File: config.mk
export PLATFORM = sky130hd
export DESIGN_NAME = trig_unit
export DESIGN_NICKNAME = d
export VERILOG_FILES = /design/src/rtl/trig_unit_pkg.sv /design/src/rtl/trig_sync_edge.sv /design/src/rtl/trig_coinc.sv /design/src/rtl/trig_hold.sv /design/src/rtl/trig_unit.sv
export SDC_FILE = /design/constraint.sdc
export NUM_CORES = 1
export LEC_CHECK = 0
export ABC_CLOCK_PERIOD_IN_PS = 1050
export BUFFER_PORTS_ARGS = -buffer_cell sky130_fd_sc_hd__buf_2
export CAP_MARGIN = 10
export CORE_ASPECT_RATIO = 1.1
export CORE_UTILIZATION = 30
export DETAILED_ROUTE_END_ITERATION = 6
export GPL_ROUTABILITY_DRIVEN = 0
export PLACE_DENSITY_LB_ADDON = 0.2
export SYNTH_ARGS = -nofsm -noshare
export SYNTH_HDL_FRONTEND = slang
export SYNTH_SLANG_ARGS = --single-unit
File: constraint.sdc
create_clock -name clk_i -period 1.05 [get_ports clk_i]
set_input_delay 0.105 -clock clk_i [delete_from_list [all_inputs] [get_ports clk_i]]
set_output_delay 0.105 -clock clk_i [all_outputs]
set_load 0.03 [all_outputs]
File: src/rtl/trig_unit_pkg.sv
package trig_unit_pkg;
  typedef enum logic [1:0] {
    SRC_NONE   = 2'b00,
    SRC_PHYS   = 2'b01,
    SRC_SCALER = 2'b10
  } trig_src_e;
endpackage

File: src/rtl/trig_sync_edge.sv
module trig_sync_edge #(
  parameter int W = 1
) (
  input  logic         clk_i,
  input  logic         rst_ni,
  input  logic [W-1:0] d_i,
  output logic [W-1:0] lvl_o,
  output logic [W-1:0] rise_o
);
  logic [W-1:0] q, q_prev;

  always_ff @(posedge clk_i or negedge rst_ni) begin
    if (!rst_ni) begin
      q      <= '0;
      q_prev <= '0;
    end else begin
      q      <= d_i;
      q_prev <= q;
    end
  end

  assign lvl_o  = q;
  assign rise_o = q & ~q_prev;
endmodule

File: src/rtl/trig_coinc.sv
module trig_coinc #(
  parameter int N_SCINT = 4
) (
  input  logic               clk_i,
  input  logic               rst_ni,
  input  logic [N_SCINT-1:0] hit_i,
  input  logic               rf_i,
  input  logic [N_SCINT:0]   mask_i,
  output logic               evt_o
);
  logic [N_SCINT:0] term;
  logic             any_en, lvl, lvl_prev;

  assign term   = {rf_i, hit_i} | ~mask_i;
  assign any_en = |mask_i;
  assign lvl    = any_en & (&term);

  always_ff @(posedge clk_i or negedge rst_ni) begin
    if (!rst_ni) lvl_prev <= 1'b0;
    else         lvl_prev <= lvl;
  end

  assign evt_o = lvl & ~lvl_prev;

  assert_single_edge_R4: assert property (@(posedge clk_i) disable iff (!rst_ni)
    evt_o |=> !evt_o);
endmodule

File: src/rtl/trig_hold.sv
module trig_hold (
  input  logic clk_i,
  input  logic rst_ni,
  input  logic req_i,
  input  logic grant_i,
  output logic pend_o,
  output logic overrun_o
);
  logic pend_q, ovr_q;

  always_ff @(posedge clk_i or negedge rst_ni) begin
    if (!rst_ni) begin
      pend_q <= 1'b0;
      ovr_q  <= 1'b0;
    end else begin
      pend_q <= req_i | (pend_q & ~grant_i);
      if (req_i && pend_q && !grant_i) ovr_q <= 1'b1;
    end
  end

  assign pend_o    = pend_q;
  assign overrun_o = ovr_q;

  assert_pend_kept_R7: assert property (@(posedge clk_i) disable iff (!rst_ni)
    pend_q && !grant_i |=> pend_q);
  assert_overrun_sticky_R9: assert property (@(posedge clk_i) disable iff (!rst_ni)
    ovr_q |=> ovr_q);
endmodule

File: src/rtl/trig_unit.sv
module trig_unit
  import trig_unit_pkg::*;
#(
  parameter int N_SCINT = 4
) (
  input  logic               clk_i,
  input  logic               rst_ni,
  input  logic               busy_i,
  input  logic [N_SCINT-1:0] scint_i,
  input  logic               rf_i,
  input  logic               lne_i,
  input  logic [N_SCINT:0]   coinc_mask_i,
  output logic               trig_o,
  output logic [1:0]         src_o,
  output logic               overrun_o
);
  localparam int W_IN = N_SCINT + 2;

  logic [W_IN-1:0] in_lvl, in_rise;
  logic            phys_evt, pend, grant_scl, grant_phys;
  logic            trig_q;
  trig_src_e       src_q;

  trig_sync_edge #(.W(W_IN)) u_sync (
    .clk_i  (clk_i),
    .rst_ni (rst_ni),
    .d_i    ({lne_i, rf_i, scint_i}),
    .lvl_o  (in_lvl),
    .rise_o (in_rise)
  );

  trig_coinc #(.N_SCINT(N_SCINT)) u_coinc (
    .clk_i  (clk_i),
    .rst_ni (rst_ni),
    .hit_i  (in_lvl[N_SCINT-1:0]),
    .rf_i   (in_lvl[N_SCINT]),
    .mask_i (coinc_mask_i),
    .evt_o  (phys_evt)
  );

  trig_hold u_hold (
    .clk_i     (clk_i),
    .rst_ni    (rst_ni),
    .req_i     (in_rise[N_SCINT+1]),
    .grant_i   (grant_scl),
    .pend_o    (pend),
    .overrun_o (overrun_o)
  );

  // scaler request has priority over a physics edge
  assign grant_scl  = pend & ~busy_i;
  assign grant_phys = phys_evt & ~busy_i & ~pend;

  always_ff @(posedge clk_i or negedge rst_ni) begin
    if (!rst_ni) begin
      trig_q <= 1'b0;
      src_q  <= SRC_NONE;
    end else begin
      trig_q <= grant_scl | grant_phys;
      if (grant_scl)       src_q <= SRC_SCALER;
      else if (grant_phys) src_q <= SRC_PHYS;
      else                 src_q <= SRC_NONE;
    end
  end

  assign trig_o = trig_q;
  assign src_o  = src_q;

  assert_busy_blocks_R5: assert property (@(posedge clk_i) disable iff (!rst_ni)
    busy_i |=> !trig_o);
  assert_scaler_first_R8: assert property (@(posedge clk_i) disable iff (!rst_ni)
    pend && !busy_i |=> trig_o && src_o == SRC_SCALER);
  assert_tag_valid_R10: assert property (@(posedge clk_i) disable iff (!rst_ni)
    trig_o |-> (src_o == SRC_PHYS || src_o == SRC_SCALER));
endmodule

==> results.yml <==
final_layout:
  drive_above_1_share_pct: 37.5
  fin_nets: 79
  num_antenna_cells: 0
  finish.cell_count_without_fillers: 80
  postLayoutCellArea_sq_um: 662
  area_delta_synth_final_pct: 46.5
logic_synthesis:
  synth.area.top_cells: "dfrtp_1, inv_1, nand2b_1"
  synth.cell_area_sq_um: 452
  yosys.cell_types.count: 16
  yosys.cell_count.top_type: "dfrtp_1"
  ys.flop_type: "dfrtp_1"
  synthArstFlopShare_pct: 100
  ys_seq_elements: 13
  synth_sequential_area_ratio_pct: 72.0
  fraction_of_synthesized_cell_area_taken_by_the_top_area_cell_type_pct: 72.0
  syn_avg_cell_area_sq_um: 12.9
  syn_inst: 35
  synthesis.nets: 49
  synth_edf_count: 0
  synth_warnings: 0
  synth_area_leader_cell: "dfrtp_1"
  synth_top_cells_by_count: "dfrtp_1, inv_1, nand2_1"
pwr:
  power.net_switching_uw: 229
  seq_power_share_pct: 56.0
  internal-power_uw: 727
  swShare_pct: 23.9
  report.power.total_uw: 956
  pwr_density_cell_nw_per_um2: 1440
  leakage_uw: 0.000336
  power.share.clock_pct: 31.6
  peakVddDrop_v: 0.000780
  comb_power_share_pct: 12.5
placement:
  placedInstanceArea_sq_um: 564
  place_hpwl_um: 541
  buffer_ports.inserted: 17
  place.detailed.instances: 69
clock_tree:
  cts_made_buffers: 3
  cts_num_sinks: 13
  cts_tree: "done"
  clock_tree.htree_level_count: 1
  cts.reportedPaths.clkPinSlew_ps: 70
  cts_resized: 0
  clk_root_buffer_cell: "clkbuf_4"
  worst_skew_pair.late_latency_ps: 280
  clockBufferDepth: 2
timing:
  drv_slew: 0
  max-slew-margin-rel_pct: 80.1
  min_period_over_period_pct: 90.4
  hold_ws_ps: 24.9
  fin_worst_skew_ps: 1.46
  setup_viol: 0
  final.setup.tns_ps: 0
  worst_pin_slew_ps: 298
  grt_setup_unrepaired: "false"
  hold_viol_final: 0
  timing.fmax_ghz: 1.05
  post-route-min-period_ps: 949
grt:
  globalRouteTotalUtil_pct: 12.4
  wire_length_of_the_first_global_routing_pass_mm: 1.28
  largest_net_degree_at_the_start_of_global_routing: 14
  first_global_vias: 333
  grt.overflow.total: 0
  antenna_found_initial: 0
detailed_routing:
  totalWireLength_um: 748
  routedWlPerCell_um: 9.35
  first_drt_iteration_drcs: 2
  detailroute.via_count: 351
  firstDrtPassIters: 2
  detail_route.vias_per_cell: 4.39
  route.detailed.drc: 0
  number_of_antenna_violating_nets_in_the_routed_design: 0
setup_path:
  timing.critical_path.slowest_cell_delay_ps: 370
  timing.critical_path.from_type: "flip-flop"
  critPathKind: "flip-flop to flip-flop"
  worst-path-buf-inv: 0
  worst_ep_required_time_ps: 1230
  cp-end-kind: "flip-flop"
  largest_fanout_on_the_critical_path: 2
  worst_path_max_delay_cell: "dfrtp_1"
  cp_cell_instances: "nor2_1, nand2_1, nor4_1"
  crit_family: "simple AND/OR/NAND/NOR gates"
  worst_ep_arrival_time_ps: 1130
min_path:
  hp-class: "input port to flip-flop"
die:
  die-height_um: 42.7
  core-area_sq_um: 1380
  dieArea_sq_um: 1660
  chipWidth_um: 39.0
  rows: 14
  pin_count: 18
  start_util_pct: 32.6
flow_run:
  cap_viol_max_count: 0
outcome:
  outcome: "complete, no violations"
per-stage QoR:
stage,utilization (%),setup WS (ps)
floorplan,-,101
global placement,40.8,-25.0
detailed placement,40.8,-28.0
CTS,47.8,62.7
global route,47.8,2.25
finish,47.8,101
power by group through the flow:
| stage | sequential (uW) | combinational, uW | clock, uW |
|---|---|---|---|
| finish | 535 | 119 | 302 |
| global route | 538 | 133 | 347 |
| CTS | 536 | 121 | 318 |
| detailed placement | 546 | 101 | 0 |
| global placement | 545 | 101 | 0 |
| floorplan | 561 | 31.6 | 0 |
final cells by class:
| cell class | instances | area [sq um] |
|---|---|---|
| Inverter | 5 | 18.8 |
| Tap cell | 16 | 20.0 |
| Fill cell | 140 | 722 |
| Sequential cell | 13 | 325 |
| Clock buffer | 3 | 22.5 |
| Clock inverter | 1 | 5.00 |
| Timing Repair Buffer | 25 | 163 |
| Multi-Input combinational cell | 17 | 108 |
flip-flops by register name, summed over array words and instances, names as in the netlist:
| name | count |
|---|---|
| u_sync.q_prev | 1 |
| trig_o | 1 |
| src_o | 2 |
| u_sync.lvl_o | 6 |
| u_hold.overrun_o | 1 |
| u_hold.pend_o | 1 |
| u_coinc.lvl_prev | 1 |
routing by layer:
| metal | share of wire (%) | vias to the layer above | routed length [um] | track usage [%] |
|---|---|---|---|---|
| li1 | - | 176 | - | - |
| met1 | 40 | 156 | 296 | 12.1 |
| met3 | 7.8 | 5 | 58 | 9.42 |
| met4 | 3.6 | 0 | 27 | 10.3 |
| met2 | 49 | 14 | 365 | 16.7 |
| met5 | 0 | - | 0 | 0 |
cells in the final DEF (no fill, tap or decap):
cell	n
or4_4	1
dfrtp_1	13
nor4_1	1
dlygate4sd3_1	7
clkbuf_4	3
o32ai_1	1
nand2_1	3
clkinv_2	1
nor3_1	1
o221ai_1	1
o31ai_1	1
nor2_4	1
buf_4	1
buf_2	17
nor2_1	2
nand3_1	1
inv_1	4
nand2b_1	2
clkinv_1	1
o21ai_0	1
or2b_1	1
kinds of logic after synthesis:
kind of cell | after synthesis | synth area share, %
simple gates | 13 | 17.2
compound gates | 4 | 6.65
flops | 13 | 72.0
buf+inv | 5 | 4.15
path summary, 6_finish.rpt:
path                                   from          endpoint  slack (ps)  depth (start not counted)
max in group asynchronous            rst_ni  u_hold.overrun_o         610                          2
max                        u_coinc.lvl_prev          src_o[0]         100                          3
max reg2reg                u_coinc.lvl_prev          src_o[0]         100                          3
min                                  busy_i          src_o[1]          20                          2
min in group asynchronous            rst_ni          src_o[1]         230                          2
min reg2reg                 u_sync.lvl_o[5]  u_sync.q_prev[5]         380                          0
timing repair:
action | in CTS | in global routing
hold buffers | 7 | 0
endpoints found under the setup margin | 0 | 2
endpoints found under the hold margin | 19 | 0
buffers inserted | 0 | 0
No activity file was read; power rests on OpenSTA's default activity.
